[src/rtl/sseq_pkg.sv]
// Shared types for the ADC start sequencer.
// Assumes: the mode code is two bits wide; the command word's bit positions are fixed.
package sseq_pkg;
    typedef enum logic [1:0] {
        MODE_PERIODIC = 2'd0,
        MODE_SOFT     = 2'd1,
        MODE_EXT      = 2'd2,
        MODE_OFF      = 2'd3
    } start_mode_e;

    localparam int CMD_EN_BIT  = 0;
    localparam int CMD_ARM_BIT = 1;
endpackage

[src/rtl/sseq_prescaler.sv]
// Base tick generator. While run is high it emits one tick every DIV clocks.
// clear or a low run returns the phase to zero, so the first tick comes DIV clocks after a restart.
// Assumes DIV >= 1.
module sseq_prescaler #(
    parameter int DIV = 4
) (
    input  logic clk,
    input  logic rst_n,
    input  logic run,
    input  logic clear,
    output logic tick
);
    localparam int PW = (DIV > 1) ? $clog2(DIV) : 1;
    localparam logic [PW-1:0] LAST = PW'(DIV - 1);

    logic [PW-1:0] phase;

    // Phase counter: free-running while active, parked at zero otherwise.
    always_ff @(posedge clk) begin
        if (!rst_n || clear || !run) begin
            phase <= '0;
        end else if (phase == LAST) begin
            phase <= '0;
        end else begin
            phase <= phase + PW'(1);
        end
    end

    assign tick = run && !clear && (phase == LAST);

    generate
        if (DIV > 1) begin : g_tick_chk
            // ticks are spaced, never back to back, when DIV exceeds one.
            assert_tick_spacing_R1: assert property (@(posedge clk) disable iff (!rst_n)
                tick |=> !tick);
        end
    endgenerate
endmodule

[src/rtl/sseq_cascade.sv]
// Two chained down-counters. The first divides the tick by N1; each of its
// wraps decrements the second, which divides by N0. wrap is high in the tick
// that ends an N1*N0 interval. restart or a low go reloads both counters.
// Assumes the reloads are non-zero while go is high (the caller rejects zeros).
module sseq_cascade #(
    parameter int CNT_W = 16
) (
    input  logic             clk,
    input  logic             rst_n,
    input  logic             go,
    input  logic             restart,
    input  logic             tick,
    input  logic [CNT_W-1:0] n1,
    input  logic [CNT_W-1:0] n0,
    output logic             wrap
);
    localparam logic [CNT_W-1:0] ONE = CNT_W'(1);

    logic [CNT_W-1:0] div_a;
    logic [CNT_W-1:0] div_b;

    assign wrap = go && tick && !restart && (div_a == ONE) && (div_b == ONE);

    // Counter pair: reload while idle or restarting; otherwise count down on ticks.
    always_ff @(posedge clk) begin
        if (!rst_n || restart || !go) begin
            div_a <= n1;
            div_b <= n0;
        end else if (tick) begin
            if (div_a == ONE) begin
                div_a <= n1;
                div_b <= (div_b == ONE) ? n0 : div_b - ONE;
            end else begin
                div_a <= div_a - ONE;
            end
        end
    end

    // after an interval ends, both counters start over from their reloads.
    assert_wrap_reload_R1: assert property (@(posedge clk) disable iff (!rst_n)
        wrap |=> (div_a == $past(n1)) && (div_b == $past(n0)));
endmodule

[src/rtl/sseq_edge_sync.sv]
// Rising-edge detector with an optional synchronizer in front.
// STAGES = 0 takes din as already synchronous; STAGES >= 2 adds that many flops.
// rise is high for one clock after the (synchronized) level goes from 0 to 1.
module sseq_edge_sync #(
    parameter int STAGES = 2
) (
    input  logic clk,
    input  logic rst_n,
    input  logic din,
    output logic rise
);
    logic level;
    logic level_q;

    generate
        if (STAGES == 0) begin : g_direct
            assign level = din;
        end else begin : g_sync
            logic [STAGES-1:0] chain;
            // Synchronizer chain: shift the pin value through STAGES flops.
            always_ff @(posedge clk) begin
                if (!rst_n) begin
                    chain <= '0;
                end else begin
                    chain[0] <= din;
                    for (int i = 1; i < STAGES; i++) begin
                        chain[i] <= chain[i-1];
                    end
                end
            end
            assign level = chain[STAGES-1];
        end
    endgenerate

    // Previous-level flop for the edge compare.
    always_ff @(posedge clk) begin
        if (!rst_n) level_q <= 1'b0;
        else        level_q <= level;
    end

    assign rise = level && !level_q;

    // one level change gives a single event.
    assert_rise_single_R3: assert property (@(posedge clk) disable iff (!rst_n)
        rise |=> !rise);
endmodule

[src/rtl/sseq_user_counter.sv]
// General-purpose down-counter on the base tick. A load sets the count and
// restarts the tick phase; the counter then steps down once per tick and stops at zero.
module sseq_user_counter #(
    parameter int CNT_W = 16,
    parameter int DIV   = 4
) (
    input  logic             clk,
    input  logic             rst_n,
    input  logic             load,
    input  logic [CNT_W-1:0] value,
    output logic [CNT_W-1:0] count,
    output logic             done
);
    logic tick;

    sseq_prescaler #(.DIV(DIV)) u_pre (
        .clk   (clk),
        .rst_n (rst_n),
        .run   (count != '0),
        .clear (load),
        .tick  (tick)
    );

    // Count register: load wins, then one step down per tick.
    always_ff @(posedge clk) begin
        if (!rst_n)      count <= '0;
        else if (load)   count <= value;
        else if (tick)   count <= count - CNT_W'(1);
    end

    assign done = (count == '0);

    // without a load the count never rises.
    assert_user_down_R9: assert property (@(posedge clk) disable iff (!rst_n)
        !load |=> count <= $past(count));
endmodule

[src/rtl/adc_start_sequencer.sv]
// ADC start sequencer top. Holds the command, mode and reload registers and
// chooses between periodic and one-shot operation. It drives the cascaded
// interval counters and times the conversion hold window.
// Assumes CONV_TICKS >= 2, so that starts cannot fall on consecutive clocks.
module adc_start_sequencer
    import sseq_pkg::*;
#(
    parameter int CNT_W       = 16,
    parameter int TICK_DIV    = 4,
    parameter int CONV_TICKS  = 30,
    parameter int SYNC_STAGES = 2
) (
    input  logic             clk,
    input  logic             rst_n,
    input  logic             cmd_wr,
    input  logic [1:0]       cmd_data,
    input  logic             mode_wr,
    input  logic [1:0]       mode_data,
    input  logic [CNT_W-1:0] reload_data,
    input  logic             reload0_wr,
    input  logic             reload1_wr,
    input  logic             user_wr,
    input  logic             sw_trig,
    input  logic             ext_start,
    output logic             start_pulse,
    output logic             hold,
    output logic             cfg_bad,
    output logic [CNT_W-1:0] user_count,
    output logic             user_done
);
    localparam int CONV_CLKS = CONV_TICKS * TICK_DIV;
    localparam int HW        = $clog2(CONV_CLKS + 1);
    localparam int PROD_W    = 2 * CNT_W;
    localparam logic [PROD_W-1:0] MIN_PROD = PROD_W'(CONV_TICKS);
    localparam logic [CNT_W-1:0]  BANNED   = CNT_W'(2);

    logic             en_q, arm_q;
    start_mode_e      mode_q;
    logic [CNT_W-1:0] n0_q, n1_q;
    logic [HW-1:0]    hold_cnt;
    logic             os_active;
    logic             sw_rise, ext_rise;
    logic             tick, fire;

    // Control registers, written through their strobes.
    always_ff @(posedge clk) begin
        if (!rst_n) begin
            en_q   <= 1'b0;
            arm_q  <= 1'b0;
            mode_q <= MODE_PERIODIC;
            n0_q   <= '0;
            n1_q   <= '0;
        end else begin
            if (cmd_wr) begin
                en_q  <= cmd_data[CMD_EN_BIT];
                arm_q <= cmd_data[CMD_ARM_BIT];
            end
            if (mode_wr)    mode_q <= start_mode_e'(mode_data);
            if (reload0_wr) n0_q   <= reload_data;
            if (reload1_wr) n1_q   <= reload_data;
        end
    end

    // Setting checks: zero reloads always; periodic adds the minimum interval and the banned value.
    logic [PROD_W-1:0] interval;
    logic              zero_bad, per_bad;
    assign interval = PROD_W'(n1_q) * PROD_W'(n0_q);
    assign zero_bad = (n0_q == '0) || (n1_q == '0);
    assign per_bad  = (interval < MIN_PROD) || (n0_q == BANNED) || (n1_q == BANNED);
    assign cfg_bad  = zero_bad || ((mode_q == MODE_PERIODIC) && per_bad);

    // Trigger conditioning: software level is synchronous, the pin is synchronized.
    sseq_edge_sync #(.STAGES(0)) u_sw_edge (
        .clk (clk), .rst_n (rst_n), .din (sw_trig), .rise (sw_rise)
    );
    sseq_edge_sync #(.STAGES(SYNC_STAGES)) u_ext_edge (
        .clk (clk), .rst_n (rst_n), .din (ext_start), .rise (ext_rise)
    );

    logic ready, oneshot_mode, trig, accept, go;
    assign ready        = en_q && arm_q && !cfg_bad;
    assign oneshot_mode = (mode_q == MODE_SOFT) || (mode_q == MODE_EXT);
    assign trig         = ((mode_q == MODE_SOFT) && sw_rise) || ((mode_q == MODE_EXT) && ext_rise);
    assign accept       = ready && oneshot_mode && trig && (hold_cnt == '0);
    assign go           = ready && ((mode_q == MODE_PERIODIC) || os_active);

    // One-shot state: set by an accepted trigger, cleared by its start or by losing readiness.
    always_ff @(posedge clk) begin
        if (!rst_n || !ready || !oneshot_mode) os_active <= 1'b0;
        else if (accept)                       os_active <= 1'b1;
        else if (fire)                         os_active <= 1'b0;
    end

    sseq_prescaler #(.DIV(TICK_DIV)) u_tick (
        .clk (clk), .rst_n (rst_n), .run (go), .clear (accept), .tick (tick)
    );

    sseq_cascade #(.CNT_W(CNT_W)) u_cascade (
        .clk     (clk),
        .rst_n   (rst_n),
        .go      (go),
        .restart (accept),
        .tick    (tick),
        .n1      (n1_q),
        .n0      (n0_q),
        .wrap    (fire)
    );

    // Start pulse register: one clock per interval end.
    always_ff @(posedge clk) begin
        if (!rst_n) start_pulse <= 1'b0;
        else        start_pulse <= fire;
    end

    // Conversion window: loaded by a start, counts down in clocks.
    always_ff @(posedge clk) begin
        if (!rst_n)                hold_cnt <= '0;
        else if (fire)             hold_cnt <= HW'(CONV_CLKS);
        else if (hold_cnt != '0)   hold_cnt <= hold_cnt - HW'(1);
    end

    assign hold = (hold_cnt != '0);

    sseq_user_counter #(.CNT_W(CNT_W), .DIV(TICK_DIV)) u_user (
        .clk   (clk),
        .rst_n (rst_n),
        .load  (user_wr),
        .value (reload_data),
        .count (user_count),
        .done  (user_done)
    );

    // a start only follows a cycle with enable and arm both set.
    assert_start_enabled_R6: assert property (@(posedge clk) disable iff (!rst_n)
        start_pulse |-> $past(en_q && arm_q));
    // no start comes out of a rejected setting.
    assert_start_cfg_ok_R2: assert property (@(posedge clk) disable iff (!rst_n)
        start_pulse |-> $past(!cfg_bad));
    // the start is a single clock wide.
    assert_single_pulse_R7: assert property (@(posedge clk) disable iff (!rst_n)
        start_pulse |=> !start_pulse);
    // hold is raised together with every start.
    assert_hold_with_start_R7: assert property (@(posedge clk) disable iff (!rst_n)
        start_pulse |-> hold);
    // a new start never cuts into a running conversion window.
    assert_no_overlap_R5: assert property (@(posedge clk) disable iff (!rst_n)
        start_pulse |-> ($past(hold_cnt) <= HW'(1)));
endmodule

[config.mk]
export PLATFORM = sky130hd
export DESIGN_NAME = adc_start_sequencer
export DESIGN_NICKNAME = d
export VERILOG_FILES = /design/src/rtl/sseq_pkg.sv /design/src/rtl/sseq_prescaler.sv /design/src/rtl/sseq_cascade.sv /design/src/rtl/sseq_edge_sync.sv /design/src/rtl/sseq_user_counter.sv /design/src/rtl/adc_start_sequencer.sv
export SDC_FILE = /design/constraint.sdc
export NUM_CORES = 1
export LEC_CHECK = 0
export ABC_AREA = 1
export CELL_PAD_IN_SITES_DETAIL_PLACEMENT = 0
export CELL_PAD_IN_SITES_GLOBAL_PLACEMENT = 1
export CORE_MARGIN = 3
export CORE_UTILIZATION = 51
export DETAILED_ROUTE_END_ITERATION = 6
export PLACE_DENSITY = 0.88
export SYNTH_ARGS = -nofsm -noshare
export SYNTH_HDL_FRONTEND = slang
export SYNTH_SLANG_ARGS = --single-unit
export TNS_END_PERCENT = 10
[constraint.sdc]
create_clock -name clk -period 16.2 [get_ports clk]
set_clock_uncertainty 0.15 [all_clocks]
set_input_delay 2.43 -clock clk [delete_from_list [all_inputs] [get_ports clk]]
set_output_delay 2.43 -clock clk [all_outputs]
set_load 0.02 [all_outputs]
==> results of run 1 <==
-- state kept, by name, indices dropped and copies added, names as in the netlist --
signal                   count
n1_q                        16
u_ext_edge.level_q           1
hold_cnt                     7
mode_q                       2
n0_q                        16
u_tick.phase                 2
u_sw_edge.level_q            1
start_pulse                  1
u_ext_edge.g_sync.chain      2
u_cascade.div_a             16
u_cascade.div_b             16
u_user.count                16
en_q                         1
os_active                    1
arm_q                        1
u_user.u_pre.phase           2
-- per-stage QoR --
| step | hold WS (ps) | setup slack [ps] | instances | total power, uW |
|---|---|---|---|---|
| 6_report | 271 | 6080 | 2443 | 1130 |
| 5_1_grt | 299 | 5670 | 2443 | 1240 |
| 4_1_cts | 273 | 6060 | 2443 | 1140 |
| 3_5_place_dp | 257 | 6470 | 2427 | 912 |
| 3_3_place_gp | 257 | 6470 | 2427 | 907 |
| 2_1_floorplan | 240 | 7850 | 2072 | 752 |
-- cells by family (layout without fill, tap and decap cells) --
group,Yosys count,count (layout)
AOI/OAI and AO/OA,122,122
xor gates and xnor gates,48,48
adders and majority gates,310,310
buffers and inverters,608,601
DFF,101,101
muxes,1,1
and+or+nand+nor,882,882
-- routing by layer --
layer | wire length [um] | track usage [%] | part of all wire (%) | vias up
li1 | - | - | - | 6090
met1 | 16200 | 32.8 | 44 | 5903
met2 | 18200 | 44.1 | 49 | 310
met3 | 1840 | 2.81 | 5.0 | 52
met4 | 651 | 5.38 | 1.8 | 0
met5 | 0 | 0 | 0 | -
-- worst register-to-register path: cells and delay by family (launching register included) --
kind                       cells  cell delay (ps)
adders and majority gates      7             3500
DFF                            1              980
buffers and inverters          6              650
and+or+nand+nor               18             2450
-- power groups by stage --
| stage | logic [uW] | clock network (uW) | registers [uW] |
|---|---|---|---|
| global route | 678 | 232 | 329 |
| CTS | 590 | 221 | 325 |
| floorplan | 446 | 0 | 306 |
| detailed placement | 582 | 0 | 330 |
| finish | 581 | 219 | 325 |
| global placement | 578 | 0 | 329 |
-- final timing paths --
path | start | end | slack [ps] | depth (start not counted)
max reg2reg | n1_q[6]$_SDFFE_PN0P_ | u_cascade.div_a[11]$_DFFE_PP_ | 8040 | 31
min reg2reg | u_tick.phase[0]$_SDFF_PP0_ | u_tick.phase[0]$_SDFF_PP0_ | 270 | 1
min | u_tick.phase[0]$_SDFF_PP0_ | u_tick.phase[0]$_SDFF_PP0_ | 270 | 1
max | n1_q[6]$_SDFFE_PN0P_ | cfg_bad | 6080 | 29
-- layout make-up --
cell class,count,area [um^2],area share [%]
multi-input cells,1363,10000,63.9
inverters,522,1960,12.5
clock buffers,11,253,1.61
well taps,378,473,3.01
flip-flops and latches,101,2340,14.9
repair buffers,63,593,3.78
clock inverters,5,46.3,0.295
-- cells in the final DEF, fill, tap and decap left out, types with 3 or more instances in the layout --
cell / synthesis / final
fa_1: 194 / 194
xor2_1: 26 / 26
nor2_1: 128 / 128
clkdlybuf4s50_1: 0 / 48
edfxtp_1: 32 / 32
nand3_1: 77 / 77
inv_1: 520 / 520
o21ai_0: 50 / 49
clkbuf_16: 0 / 9
nor3_1: 21 / 21
o21bai_1: 3 / 3
nor4_1: 13 / 13
or2_2: 3 / 3
buf_4: 1 / 15
ha_1: 116 / 116
a31oi_1: 6 / 6
dfxtp_1: 69 / 69
nand4_1: 16 / 16
xnor2_1: 22 / 22
nand2_1: 605 / 605
nand3_2: 3 / 3
nand2_2: 3 / 3
a21oi_1: 49 / 49
nand3b_1: 8 / 8
o22ai_1: 3 / 3
==> impl_metrics.ini, run 1 <==
[synth]
synth_top_area_share_pct = 26.4
postSynth.asyncResetShare_pct = 0
ys_seq_area_share_pct = 15.9
yosysMostFrequentCell = nand2_1
synth-simple-area-share_pct = 24.5
yosys.area_share.xor_xnor_pct = 2.86
synth_edf_count = 32
netlist_top_cells_count = nand2_1, inv_1, fa_1, nor2_1, ha_1
synth.distinct_cells = 41
synthAdderAreaFrac_pct = 36.2
ys_warn_count = 0
synth_nets = 2411
syn_avg_cell_area_um2 = 7.10
synth_top_area_cell = fa_1
ys_top_cells_by_area = fa_1, nand2_1, inv_1
synth-seq-cells = 101
ys.flop_type = dfxtp_1
synth-compound-area-share_pct = 4.51
synth_mux_area_share_pct = 0.0680
synth_cells = 2072
synth_top_family_by_area = adder cells
syn-cell-area_um2 = 14700

[cts]
clk_latency_ps = 360
cts-resized-gates = 0
clock_sinks = 101
postCtsSetupRepairBufs = 0
cts_buffers = 9
cts_hold_buf = 0
htreeDepth = 3
clkSlewWorstSetupHoldPaths_ps = 80
root_buffer = clkbuf_16
cts_tree = yes
cts_max_path_buffers = 2

[worst_setup_path]
worst_ep_required_time_ps = 13620
cpLargestDelayFamily = adder cells
worstPathArrival_ps = 7540
cp_common_cell = nand2_1
critPathBufInv = 6
slowest_delay_ps = 980
end_kind = output port
start_kind = flop
path_max_fanout = 19
crit_path_top_delay_cell = dfxtp_1
worstSetupPathType = reg2out

[power]
p_leak_uw = 0.00901
ir_drop_v = 0.0000518
pwr-share-seq_pct = 28.9
power.internal_uw = 622
power_frac_comb_pct = 51.6
switchingPower_uw = 504
power_density_nw_per_um2 = 71.7
pwr-share-clk_pct = 19.5
swShare_pct = 44.8

[global_route]
antenna_found_initial = 0
grt_max_degree = 53
grt_remaining_overflow = 0
track_usage_pct = 24.8
grt_pass1_vias = 12500
grt_pass1_wl_um = 62100

[routing]
drt_pass1_iterations = 5
post_drt_wl_per_cell_um = 15.1
drc = 0
vias_per_cell = 5.06
dr.first_iter.drc_count = 792
vias = 12400
ant_nets = 0
drt-total-wl_um = 36900

[layout]
nets = 2399
drive_above_1_share_pct = 2.08
finish.utilization_pct = 55.9
area_growth_pct = 6.67
fin_area_um2 = 15700
num-fill-cells = 2836
antenna_cells = 0

[hold_path]
hold_class = reg2reg

[floorplanning]
rows = 61
fp.dieH_um = 176
initial_core_util_pct = 52.4
io_pins = 49
core_um2 = 28100
die_w_um = 176
die_area_um2 = 30900

[placed_design]
port_buffers = 48
placed_area_um2 = 15400
hpwl_um = 28900
place.gp.congestion = 0.874

[sta]
final.setup.tns_ps = 0
period_share_pct = 62.5
rsz0062_at_grt = no
slew_headroom_pct = 31.1
fin_crit_ps = 10120
setup_viol = 0
fmax_ghz = 0.0988
hold_violations = 0
worst_pin_slew_ps = 1030
maxSlewViolCount = 0

[job]
maxCapViolCount = 0

[run_status]
status = finished, final reports clean
(Power assumes the default switching activity.)
==> inputs of run 2 (changes only) <==
Settings changed: CORE_UTILIZATION 51 to 47, PLACE_DENSITY 0.88 to 0.82.
Clock period 16.2 ns to 9.8 ns, I/O delays scaled along.
==> impl_metrics.ini, run 2 (synthesis gave the netlist of run 1 again) <==
[sta]
fin_crit_ps = 9160
slew_headroom_pct = 29.1
hold_violations = 0
fmax_ghz = 0.109
worst_pin_slew_ps = 1060
final.setup.tns_ps = 0
maxSlewViolCount = 0
rsz0062_at_grt = no
setup_slack_ps = 639
period_share_pct = 93.5
setup_viol = 0

[cts]
cts_hold_buf = 0
clock_sinks = 101
clkSlewWorstSetupHoldPaths_ps = 80
cts_buffers = 9
cts_tree = yes
postCtsSetupRepairBufs = 0
htreeDepth = 3
clk_latency_ps = 360
cts_max_path_buffers = 2
root_buffer = clkbuf_16
cts-resized-gates = 0

[hold_path]
worstHoldStart = u_tick.phase[0]$_SDFF_PP0_
hold_depth = 1
hold_class = reg2reg

[routing]
vias_per_cell = 4.97
drt_pass1_iterations = 5
vias = 12200
ant_nets = 0
dr.first_iter.drc_count = 631
drt-total-wl_um = 37200
post_drt_wl_per_cell_um = 15.1
drc = 0

[worst_setup_path]
r2r_start = n0_q[9]$_SDFFE_PN0P_
start_kind = flop
end_kind = output port
worstSetupPathType = reg2out
path_max_fanout = 19
worstPathArrival_ps = 7540
rr_worst_depth = 30
critPathBufInv = 6
r2r_slack_ps = 1270
slowest_delay_ps = 940
worst_ep_required_time_ps = 8180
startpoint = n0_q[9]$_SDFFE_PN0P_
path_depth = 28
cpLargestDelayFamily = adder cells
crit_path_top_delay_cell = dfxtp_1

[layout]
nets = 2401
antenna_cells = 0
mostFrequentLayoutCells = nand2_1, inv_1, fa_1
multi_input_area_um2 = 10000
area_growth_pct = 7.09
final_common_cell = nand2_1
num-fill-cells = 3131
drive_above_1_share_pct = 2.18
final-seq-area_um2 = 2340
fin_cells = 2463

[power]
pwr-share-clk_pct = 20.5
ir_drop_v = 0.0000754
pwr-share-seq_pct = 29.1
finalPower_uw = 1890
power_density_nw_per_um2 = 120
p_leak_uw = 0.00903
switchingPower_uw = 841
power.internal_uw = 1050
swShare_pct = 44.4
power_frac_comb_pct = 50.4

[placed_design]
place_inst = 2447
port_buffers = 48
hpwl_um = 29700
place.gp.congestion = 0.902
post-place-ws_ps = 1020

[global_route]
grt_pass1_vias = 12400
grt_pass1_wl_um = 62900
antenna_found_initial = 0
grt_remaining_overflow = 0
grt_max_degree = 53
track_usage_pct = 23.2

[floorplanning]
fp.dieH_um = 183
core_um2 = 30700
die_w_um = 183
io_pins = 49
initial_core_util_pct = 47.9
die_area_um2 = 33500
rows = 64

[run_status]
status = finished, final reports clean

[job]
maxCapViolCount = 0
==> run 2: cell type report <==
class	instances	area share, %
clock buffer	10	1.59
clock inverter	6	0.460
inverter	522	12.4
multi-input combinational	1363	63.7
sequential	101	14.9
tap	396	3.14
timing repair buffer	65	3.86
==> run 2: routing by layer <==
layer	global-route usage, %	share of wire [%]	routed length (um)	vias up
met3	2.62	4.3	1610	56
met5	0	0	0	-
met1	31.4	46	17000	5818
met2	39.7	48	17700	261
li1	-	-	-	6095
met4	6.34	2.5	931	0
==> run 2: stage by stage <==
stage | area, um^2 | hold WS, ps | utilization [%]
after floorplan | 14700 | 240 | -
after global placement | 15400 | 257 | 50.2
after global routing | 15800 | 299 | 51.3
after CTS | 15800 | 277 | 51.3
final | 15800 | 273 | 51.3
after detailed placement | 15400 | 255 | 50.2
==> run 2: worst paths after layout <==
path                                                       to
worst max-delay path                                  cfg_bad
worst min-delay path               u_tick.phase[0]$_SDFF_PP0_
worst max register to register  u_cascade.div_a[12]$_DFFE_PP_
worst min register to register     u_tick.phase[0]$_SDFF_PP0_
==> run 2: power by group through the flow <==
stage	Combinational [uW]	Clock [uW]	Sequential (uW)
after floorplan	737	0	506
after CTS	967	396	549
after global routing	1110	413	557
after global placement	953	0	557
after detailed placement	954	0	558
final	954	389	551
